`src/rtl/qadm_pkg.sv`:
```
package qadm_pkg;

    localparam int NCLS   = 3;
    localparam int QOS_W  = 4;
    localparam int TAG_W  = 8;
    localparam int DEPTH  = 16;
    localparam int CLS_W  = 2;
    localparam int IDX_W  = $clog2(DEPTH);
    localparam int CNT_W  = $clog2(DEPTH + 1);

    typedef enum logic [CLS_W-1:0] {
        CLS_MINLAT   = 2'd0,
        CLS_DEADLINE = 2'd1,
        CLS_BULK     = 2'd2
    } cls_e;

    typedef struct packed {
        cls_e             cls;
        logic [QOS_W-1:0] qos;
        logic [TAG_W-1:0] tag;
    } ent_t;

    // Bulk class is the only one bounded by the high-water mark.
    function automatic logic hwm_bound(input int c);
        return c == int'(CLS_BULK);
    endfunction

endpackage

```
`src/rtl/qadm_admit.sv`:
```
module qadm_admit
    import qadm_pkg::*;
#(
    parameter int N_CLS = NCLS,
    parameter int DEP   = DEPTH,
    parameter int CW    = CNT_W,
    parameter int HW    = IDX_W
) (
    input  logic [N_CLS-1:0] req_valid,
    input  logic [CW-1:0]    occ,
    input  logic [HW-1:0]    hwm,
    output logic [N_CLS-1:0] req_ready,
    output logic             grant_vld,
    output cls_e             grant_cls
);

    logic             full;
    logic [N_CLS-1:0] elig;
    logic [N_CLS-1:0] shadowed;
    logic [N_CLS-1:0] taken;

    assign full = (occ == CW'(DEP));

    for (genvar c = 0; c < N_CLS; c++) begin : g_cls
        if (hwm_bound(c)) begin : g_bounded
            assign elig[c] = !full && (occ < CW'(hwm));
        end else begin : g_open
            assign elig[c] = !full;
        end
        if (c == 0) begin : g_top
            assign shadowed[c] = 1'b0;
        end else begin : g_lower
            assign shadowed[c] = |req_valid[c-1:0];
        end
        assign req_ready[c] = elig[c] && !shadowed[c];
    end

    assign taken     = req_valid & req_ready;
    assign grant_vld = |taken;

    always_comb begin
        grant_cls = CLS_MINLAT;
        for (int c = N_CLS - 1; c >= 0; c--) begin
            if (taken[c]) grant_cls = cls_e'(c[CLS_W-1:0]);
        end
    end

endmodule

```
`src/rtl/qadm_pick.sv`:
```
module qadm_pick
    import qadm_pkg::*;
#(
    parameter int DEP = DEPTH,
    parameter int CW  = CNT_W,
    parameter int IW  = IDX_W
) (
    input  ent_t          ents [DEP],
    input  logic [CW-1:0] occ,
    output logic [IW-1:0] sel_idx
);

    logic [QOS_W-1:0] best_qos;

    // Strict comparison keeps the lowest (oldest) index on QoS ties.
    always_comb begin
        sel_idx  = '0;
        best_qos = ents[0].qos;
        for (int i = 1; i < DEP; i++) begin
            if (CW'(i) < occ && ents[i].qos > best_qos) begin
                best_qos = ents[i].qos;
                sel_idx  = IW'(i);
            end
        end
    end

endmodule

```
`src/rtl/qadm_store.sv`:
```
module qadm_store
    import qadm_pkg::*;
#(
    parameter int DEP = DEPTH,
    parameter int CW  = CNT_W,
    parameter int IW  = IDX_W
) (
    input  logic          clk,
    input  logic          rst,
    input  logic          enq,
    input  ent_t          enq_ent,
    input  logic          deq,
    input  logic [IW-1:0] deq_idx,
    output ent_t          ents [DEP],
    output logic [CW-1:0] occ
);

    ent_t          ents_nx [DEP];
    logic [CW-1:0] occ_nx;
    logic [CW-1:0] wpos;

    // Entries are kept in arrival order at indices 0..occ-1.
    always_comb begin
        for (int i = 0; i < DEP; i++) ents_nx[i] = ents[i];
        if (deq) begin
            for (int i = 0; i < DEP - 1; i++) begin
                if (IW'(i) >= deq_idx) ents_nx[i] = ents[i+1];
            end
        end
        wpos = occ - CW'(deq);
        if (enq) ents_nx[wpos[IW-1:0]] = enq_ent;
        occ_nx = occ + CW'(enq) - CW'(deq);
    end

    always_ff @(posedge clk) begin
        if (rst) begin
            occ <= '0;
            for (int i = 0; i < DEP; i++) ents[i] <= '0;
        end else begin
            occ <= occ_nx;
            for (int i = 0; i < DEP; i++) ents[i] <= ents_nx[i];
        end
    end

endmodule

```
`src/rtl/qadm_top.sv`:
```
module qadm_top
    import qadm_pkg::*;
#(
    parameter int N_CLS = NCLS,
    parameter int DEP   = DEPTH,
    parameter int QW    = QOS_W,
    parameter int TW    = TAG_W
) (
    input  logic                clk,
    input  logic                rst,
    input  logic [IDX_W-1:0]    hwm_i,
    input  logic [N_CLS-1:0]    req_valid,
    output logic [N_CLS-1:0]    req_ready,
    input  logic [N_CLS*QW-1:0] req_qos,
    input  logic [N_CLS*TW-1:0] req_tag,
    output logic                deq_valid,
    input  logic                deq_ready,
    output logic [CLS_W-1:0]    deq_cls,
    output logic [QW-1:0]       deq_qos,
    output logic [TW-1:0]       deq_tag
);

    localparam int CW = $clog2(DEP + 1);
    localparam int IW = $clog2(DEP);

    logic          grant_vld;
    cls_e          grant_cls;
    ent_t          new_ent;
    ent_t          ents [DEP];
    logic [CW-1:0] occ;
    logic [IW-1:0] sel_idx;
    logic          do_deq;
    ent_t          head;

    qadm_admit #(.N_CLS(N_CLS), .DEP(DEP), .CW(CW), .HW(IDX_W)) u_admit (
        .req_valid (req_valid),
        .occ       (occ),
        .hwm       (hwm_i),
        .req_ready (req_ready),
        .grant_vld (grant_vld),
        .grant_cls (grant_cls)
    );

    always_comb begin
        new_ent.cls = grant_cls;
        new_ent.qos = req_qos[int'(grant_cls)*QW +: QW];
        new_ent.tag = req_tag[int'(grant_cls)*TW +: TW];
    end

    qadm_pick #(.DEP(DEP), .CW(CW), .IW(IW)) u_pick (
        .ents    (ents),
        .occ     (occ),
        .sel_idx (sel_idx)
    );

    assign deq_valid = (occ != '0);
    assign do_deq    = deq_valid && deq_ready;

    qadm_store #(.DEP(DEP), .CW(CW), .IW(IW)) u_store (
        .clk     (clk),
        .rst     (rst),
        .enq     (grant_vld),
        .enq_ent (new_ent),
        .deq     (do_deq),
        .deq_idx (sel_idx),
        .ents    (ents),
        .occ     (occ)
    );

    assign head    = ents[sel_idx];
    assign deq_cls = head.cls;
    assign deq_qos = head.qos;
    assign deq_tag = head.tag;

endmodule

```
`config.mk`:
```
export PLATFORM = sky130hd
export DESIGN_NAME = qadm_top
export DESIGN_NICKNAME = d
export VERILOG_FILES = /design/src/rtl/qadm_pkg.sv /design/src/rtl/qadm_admit.sv /design/src/rtl/qadm_pick.sv /design/src/rtl/qadm_store.sv /design/src/rtl/qadm_top.sv
export SDC_FILE = /design/constraint.sdc
export NUM_CORES = 1
export LEC_CHECK = 0
export ABC_CLOCK_PERIOD_IN_PS = 31200
export BUFFER_PORTS_ARGS = -buffer_cell sky130_fd_sc_hd__buf_2
export CAP_MARGIN = 10
export CORE_AREA = 2 2 170 338
export CTS_CLUSTER_SIZE = 25
export DETAILED_ROUTE_END_ITERATION = 6
export DIE_AREA = 0 0 172 340
export PLACE_DENSITY_LB_ADDON = 0.12
export SKIP_LAST_GASP = 1
export SYNTH_ARGS = -nofsm -noshare
export SYNTH_HDL_FRONTEND = slang
export SYNTH_SLANG_ARGS = --single-unit
```
`constraint.sdc`:
```
create_clock -name clk -period 31.2 [get_ports clk]
set_input_delay 1.56 -clock clk [delete_from_list [all_inputs] [get_ports clk]]
set_output_delay 1.56 -clock clk [all_outputs]
set_load 0.05 [all_outputs]
```
After elaboration in Yosys (flattened, before gate mapping)
Cells that the tools add are included.
- bits in read-only memories: 0
- memories: 0
- register bits after elaboration: 229
- memory bits (writable): 0
- input port bits: 46
- latch bits: 0
- multipliers: 0
- eq/ne operators: 1
- $add $sub $neg: 3
- bitwise gates (word level): 3
- reduce and logical (&&, ||, !) cells: 26
- div/mod/pow operators: 0
- order comparisons: 49
- multiplexer cells: 55
- shift-type cells: 2
- operator list (operator ; count):
    two-way mux 14 bit ; 18
    bitwise mux 224 bit ; 1
    two-way mux 224 bit ; 1
    two-way mux 210 bit ; 1
    two-way mux 4 bit ; 22
    > comparator 4 bit ; 15
    binary-select mux 14 bit (select 4 bit) ; 1
    demux 14 bit (select 4 bit) ; 1
    < comparator 4 x 5 -> 1 bit (first input constant) ; 8
    greater-or-equal comparator 4 bit (first input constant) ; 7
    variable part select 24 x 6 -> 8 bit ; 1
    logical AND 1 bit ; 20
    < comparator 3 x 5 -> 1 bit (first input constant) ; 4
    greater-or-equal comparator 3 x 4 -> 1 bit (first input constant) ; 4
    two-way mux 3 bit ; 4
    variable part select 12 x 5 -> 4 bit ; 1
    greater-or-equal comparator 5 bit (second input constant) ; 2
    < comparator 2 x 5 -> 1 bit (first input constant) ; 2
    two-way mux 2 bit ; 5
    NOT 4 -> 5 bit ; 2
    greater-or-equal comparator 1 x 4 -> 1 bit (first input constant) ; 2
    greater-or-equal comparator 2 x 4 -> 1 bit (first input constant) ; 2
    adder 5 x 1 -> 5 bit ; 1
    == test 5 bit (second input constant) ; 1
    11 further kinds ; 13

Logic depth before layout (Yosys ltp)
- word-level depth: 50
- mapped depth: 142
- depth with buffers taken out: 134

Hierarchy
From an unflattened synthesis, not the netlist that was laid out.
- cells, all modules: 1835
- area, all modules: 16857.4 um^2
- modules (own cells, without submodules) (module ; times used ; area an instance (um^2) ; cells an instance):
    qadm_store ; 1 ; 11204.5 ; 1122
    qadm_pick ; 1 ; 3580.9 ; 527
    qadm_top ; 1 ; 1909.3 ; 162
    qadm_admit ; 1 ; 162.7 ; 24

Worst setup path after synthesis
Ideal clock, no wire load.
- path kind: register -> output
- from: register u_store.occ[1]
- to: output port deq_qos[1]
- arrival time: 24.791 ns
- path buffers: 8
- slack: 4.849 ns
- cell stages (with the launch flop): 122
- cells stage by stage: dfxtp_1 clkbuf_1 inv_1 ha_1 nand2_1 nand2_1 a21oi_2 mux2_2 ha_1 and4_1 a211oi_1 nand2_1 mux2_2 a21oi_1 inv_1 ha_1 nor2b_1 nor2_1 [86 not listed] o21a_1 o21a_1 o2111ai_1 clkbuf_1 mux2_2 ha_1 nor2b_1 o21ai_0 nand2b_1 a21oi_1 nor2_1 inv_1 nand2_1 a31o_2 buf_2 buf_4 mux2_2 o211ai_1
- cells in the longest elaborated chain, start to end: 49
- ends and longest elaborated chain (item ; RTL line ; text):
    start, declared ; qadm_store.sv:15 ; output logic [CW-1:0] occ
    start signal, assigned ; qadm_store.sv:40 ; occ <= occ_nx;
    < comparator 1 x 5 -> 1 bit ; qadm_pick.sv:20 ; if (CW'(i) < occ && ents[i].qos > best_qos) begin
    logical AND 1 bit ; qadm_pick.sv:20 ;
    two-way mux 4 bit ; qadm_pick.sv:20 ;
    > comparator 4 bit ; qadm_pick.sv:20 ;
    logical AND 1 bit ; qadm_pick.sv:20 ;
    two-way mux 4 bit ; qadm_pick.sv:20 ;
    > comparator 4 bit ; qadm_pick.sv:20 ;
    logical AND 1 bit ; qadm_pick.sv:20 ;
    [32 not listed] ; - ;
    logical AND 1 bit ; qadm_pick.sv:20 ;
    two-way mux 4 bit ; qadm_pick.sv:20 ;
    > comparator 4 bit ; qadm_pick.sv:20 ;
    logical AND 1 bit ; qadm_pick.sv:20 ;
    two-way mux 4 bit * ; qadm_pick.sv:20 ;
    NOT 4 -> 5 bit (not written as such) * ; qadm_top.sv:70 ; assign head = ents[sel_idx];
    binary-select mux 14 bit (select 4 bit) * ; qadm_top.sv:70 ;
    two-way mux 14 bit (not written as such) * (2 in series) ; qadm_top.sv:70 ;
    end, declared ; qadm_top.sv:19 ; output logic [QW-1:0] deq_qos,
Every way passes the cells marked *; elsewhere a longest branch is shown, timed or not. The select of a mux whose other input is x is not followed.

Worst setup path in the final report
- from: register u_store.occ[2]
- to: output port deq_tag[6]
- cells in the longest elaborated chain, start to end: 49
- ends and longest elaborated chain (item ; RTL line ; text):
    < comparator 1 x 5 -> 1 bit ; qadm_pick.sv:20 ;
    logical AND 1 bit ; qadm_pick.sv:20 ;
    two-way mux 4 bit ; qadm_pick.sv:20 ;
    > comparator 4 bit ; qadm_pick.sv:20 ;
    logical AND 1 bit ; qadm_pick.sv:20 ;
    two-way mux 4 bit ; qadm_pick.sv:20 ;
    > comparator 4 bit ; qadm_pick.sv:20 ;
    logical AND 1 bit ; qadm_pick.sv:20 ;
    [32 not listed] ; - ;
    logical AND 1 bit ; qadm_pick.sv:20 ;
    two-way mux 4 bit ; qadm_pick.sv:20 ;
    > comparator 4 bit ; qadm_pick.sv:20 ;
    logical AND 1 bit ; qadm_pick.sv:20 ;
    two-way mux 4 bit * ; qadm_pick.sv:20 ;
    NOT 4 -> 5 bit (not written as such) * ; qadm_top.sv:70 ;
    binary-select mux 14 bit (select 4 bit) * ; qadm_top.sv:70 ;
    two-way mux 14 bit (not written as such) * (2 in series) ; qadm_top.sv:70 ;
    end, declared ; qadm_top.sv:20 ; output logic [TW-1:0] deq_tag
Marks and branches as above.

==> impl_metrics.yaml <==
setup_path:
  reg2regPathDepth: 122
  critPathLaunchType: "flip-flop"
  end_kind: "output pin"
  path_delay_family: "compound AO/OA/AOI/OAI gates"
  crit_arrival_ns: 27.55
  critPathKind: "flip-flop to output pin"
  critical_path_buf_inv_count: 18
  max_stage_delay_ns: 0.62
  cp_common_cell: "ha_1"
  worst_path_max_delay_cell: "a211oi_1"
  cp_data_required_time_ns: 29.64
  cp.depth: 122
  timing.critical_path.fanout_max: 50
timing:
  clock.fmax_ghz: 0.0344
  skew_ns: 0.0183
  setup_viol_count_final: 0
  layout_min_cycle_time_ns: 29.11
  final-max-slew-violation-count: 0
  finalSetupTns_ns: 0
  final.period_utilization_pct: 93.3
  max_slew_margin_pct: 15.8
  grt_setup_unrepaired: "no"
  worst-slew-pin-transition_ns: 1.26
  finalHoldViolCount: 0
run:
  cap_violations: 0
detailed_routing:
  drt-total-wl_um: 78700
  route.detailed.drc: 0
  viasPerCell: 5.94
  antenna_left: 0
  detailroute.via_count: 16687
  detail_routed_net_length_per_standard_cell_um: 28.0
  dr.pass1.iters: 5
  detail_route.iter0.violations: 1333
finish:
  layout-drive-gt1-share_pct: 14.9
  insertedDiodeCount: 0
  syn_to_final_growth_pct: 12.6
  final_nets: 2147
yosys:
  synth_ff_type: "dfxtp_1"
  post_synth_fa_ha_maj_area_fraction_pct: 4.71
  postSynthCellCount: 2063
  synth_simple_gate_area_share_pct: 17.2
  ffs_w_async_s_r_synth_pct: 0
  synth_top_family_by_area: "compound AO/OA/AOI/OAI gates"
  postSynthRegisterBits: 229
  post_synth_xor_area_fraction_pct: 0.687
  synth_fp_nets: 2169
  ys.warnings.count: 0
  muxShareOfSynthArea_pct: 14.8
  synthesis.area_um2: 16600
  syn-mean-instance-area_um2: 8.03
  synth-seq-area-share_pct: 27.7
  yosys.cell_types.count: 102
  synth_edf_count: 0
  share_of_the_synthesized_area_in_compound_gates_ao_oa_aoi_oai_pct: 28.0
clock_tree:
  clk_transition_reported_paths_ns: 0.07
  tritoncts_num_sinks: 229
  clockRootBuffer: "clkbuf_16"
  postCtsHoldBufs: 0
  clock_path_buffers: 3
  clk-insertion-delay-late_ns: 0.56
  cts_made_buffers: 23
  tritoncts: "built"
  cts.htree.levels: 1
die:
  die-height_um: 340
  design.core.area_um2: 56000
  design.portCount: 64
  design.die.area_um2: 58500
  die_width_um: 172
  rows: 123
  start_util_pct: 29.6
global_route:
  grt_start_max_net_pins: 108
  grt_pass1_wl_um: 112000
  first_global_vias: 16571
  number_of_antenna_violations_at_the_first_check_in_global_routing: 0
  grt-ovfl-total: 0
  groute.usage.overall_pct: 26.2
placement:
  port-buffer-count: 63
  dp.final_hpwl_um: 56500
  final_estimated_routing_congestion_in_global_placement: 0.928
outcome:
  result_of_the_run: "finished, final reports clean"
hold_path:
  min_delay_path_depth: 2
  hold_path.class: "flip-flop to flip-flop"
[through the flow]
| step | utilization (%) | std cells | cell area (um2) | worst slack [ns] | hold WS, ns |
|---|---|---|---|---|---|
| floorplan | - | 2063 | 16600 | 4.85 | 0.462 |
| global placement | 31.5 | 2756 | 17700 | 1.56 | 0.481 |
| detailed placement | 31.5 | 2756 | 17700 | 1.05 | 0.488 |
| CTS | 32.9 | 2798 | 18400 | 0.352 | 0.499 |
| global route | 33.3 | 2808 | 18700 | 0.0814 | 0.513 |
| finish | 33.3 | 2808 | 18700 | 2.09 | 0.502 |
[flip-flops by register name, summed over array words and instances, names as in the netlist, named ones only]
signal / count
u_store.ents: 210
u_store.occ: 5
[cell usage after synthesis (12+ instances only)]
library cell,number,area share [%]
a211oi_1,167,7.6
a21oi_1,43,1.3
a221oi_1,32,1.7
a22oi_1,24,1.1
a311oi_1,41,2.2
a31oi_1,44,1.7
and2_1,16,0.60
and3_1,19,0.72
buf_2,20,0.60
clkbuf_1,139,3.1
dfxtp_1,229,28
ha_1,59,4.5
inv_1,112,2.5
mux2_2,54,3.7
mux2i_1,177,11
nand2_1,168,3.8
nand3_1,36,1.1
nand4_1,40,1.5
nor2_1,276,6.3
nor3_1,12,0.36
o211ai_1,15,0.68
o21ai_0,59,1.8
o21ai_1,32,0.97
o31ai_1,43,1.9
[repair_timing]
item                                    4_1_cts  5_1_grt
buffers inserted                              0        8
resized for setup                             0       25
endpoints found under the setup margin        0      159
[logic make-up (layout without fill, tap and decap cells)]
logic type               Yosys count  after routing
AND/OR/NAND/NOR                  621            621
AO/OA/AOI/OAI                    616            618
buffers and inverters            286            279
multiplexers                     236            236
flip-flops                       229            229
adder cells (fa/ha/maj)           62             62
XOR/XNOR                          13             13
[path summary, 6_finish.rpt]
| kind | startpoint | to | slack, ns |
|---|---|---|---|
| worst max register to register | u_store.occ[2]$_SDFF_PP0_ | u_store.ents[128]$_SDFF_PP0_ | 2.79 |
| worst min-delay path | u_store.ents[159]$_SDFF_PP0_ | u_store.ents[173]$_SDFF_PP0_ | 0.50 |
| worst max-delay path | u_store.occ[2]$_SDFF_PP0_ | deq_tag[6] | 2.09 |
| worst min register to register | u_store.ents[159]$_SDFF_PP0_ | u_store.ents[173]$_SDFF_PP0_ | 0.50 |
[metal layers]
| layer | vias to the layer above | GRT usage, % | routed length (um) |
|---|---|---|---|
| met4 | 0 | 20.7 | 7500 |
| li1 | 7644 | - | - |
| met3 | 234 | 2.03 | 2700 |
| met1 | 8189 | 25.6 | 26600 |
| met2 | 620 | 49.4 | 41900 |
| met5 | - | 0 | 0 |
[final cells by class]
cell class              count  area (um2)
fillers                  6077       37400
clock buffers              28         604
flip-flops and latches    229        4590
clock inverters            14         189
inverters                 113         424
well taps                 750         938
multi-input cells        1550       11100
repair buffers            124         796
[placed cells by master (no fill, tap or decap), drive strengths merged, types with 28 or more instances in the layout]
cell type,count
a311oi,41
buf,124
clkbuf,28
a221oi,33
a211oi,169
a31oi,48
o21ai,92
dfxtp,229
nand2,168
nand4,42
ha,59
mux2i,178
o31ai,43
nand3,37
inv,115
mux2,58
nor2,277
a21oi,46
[worst min-delay path, delay by kind of cell (launching register included)]
kind            cells  cell delay [ns]
flops               1             0.33
compound gates      1             0.08
simple gates        1             0.06
Power is left out: the tool's default activity adds up to more than one toggle a clock period on the data nets, which glitch-free logic cannot reach.
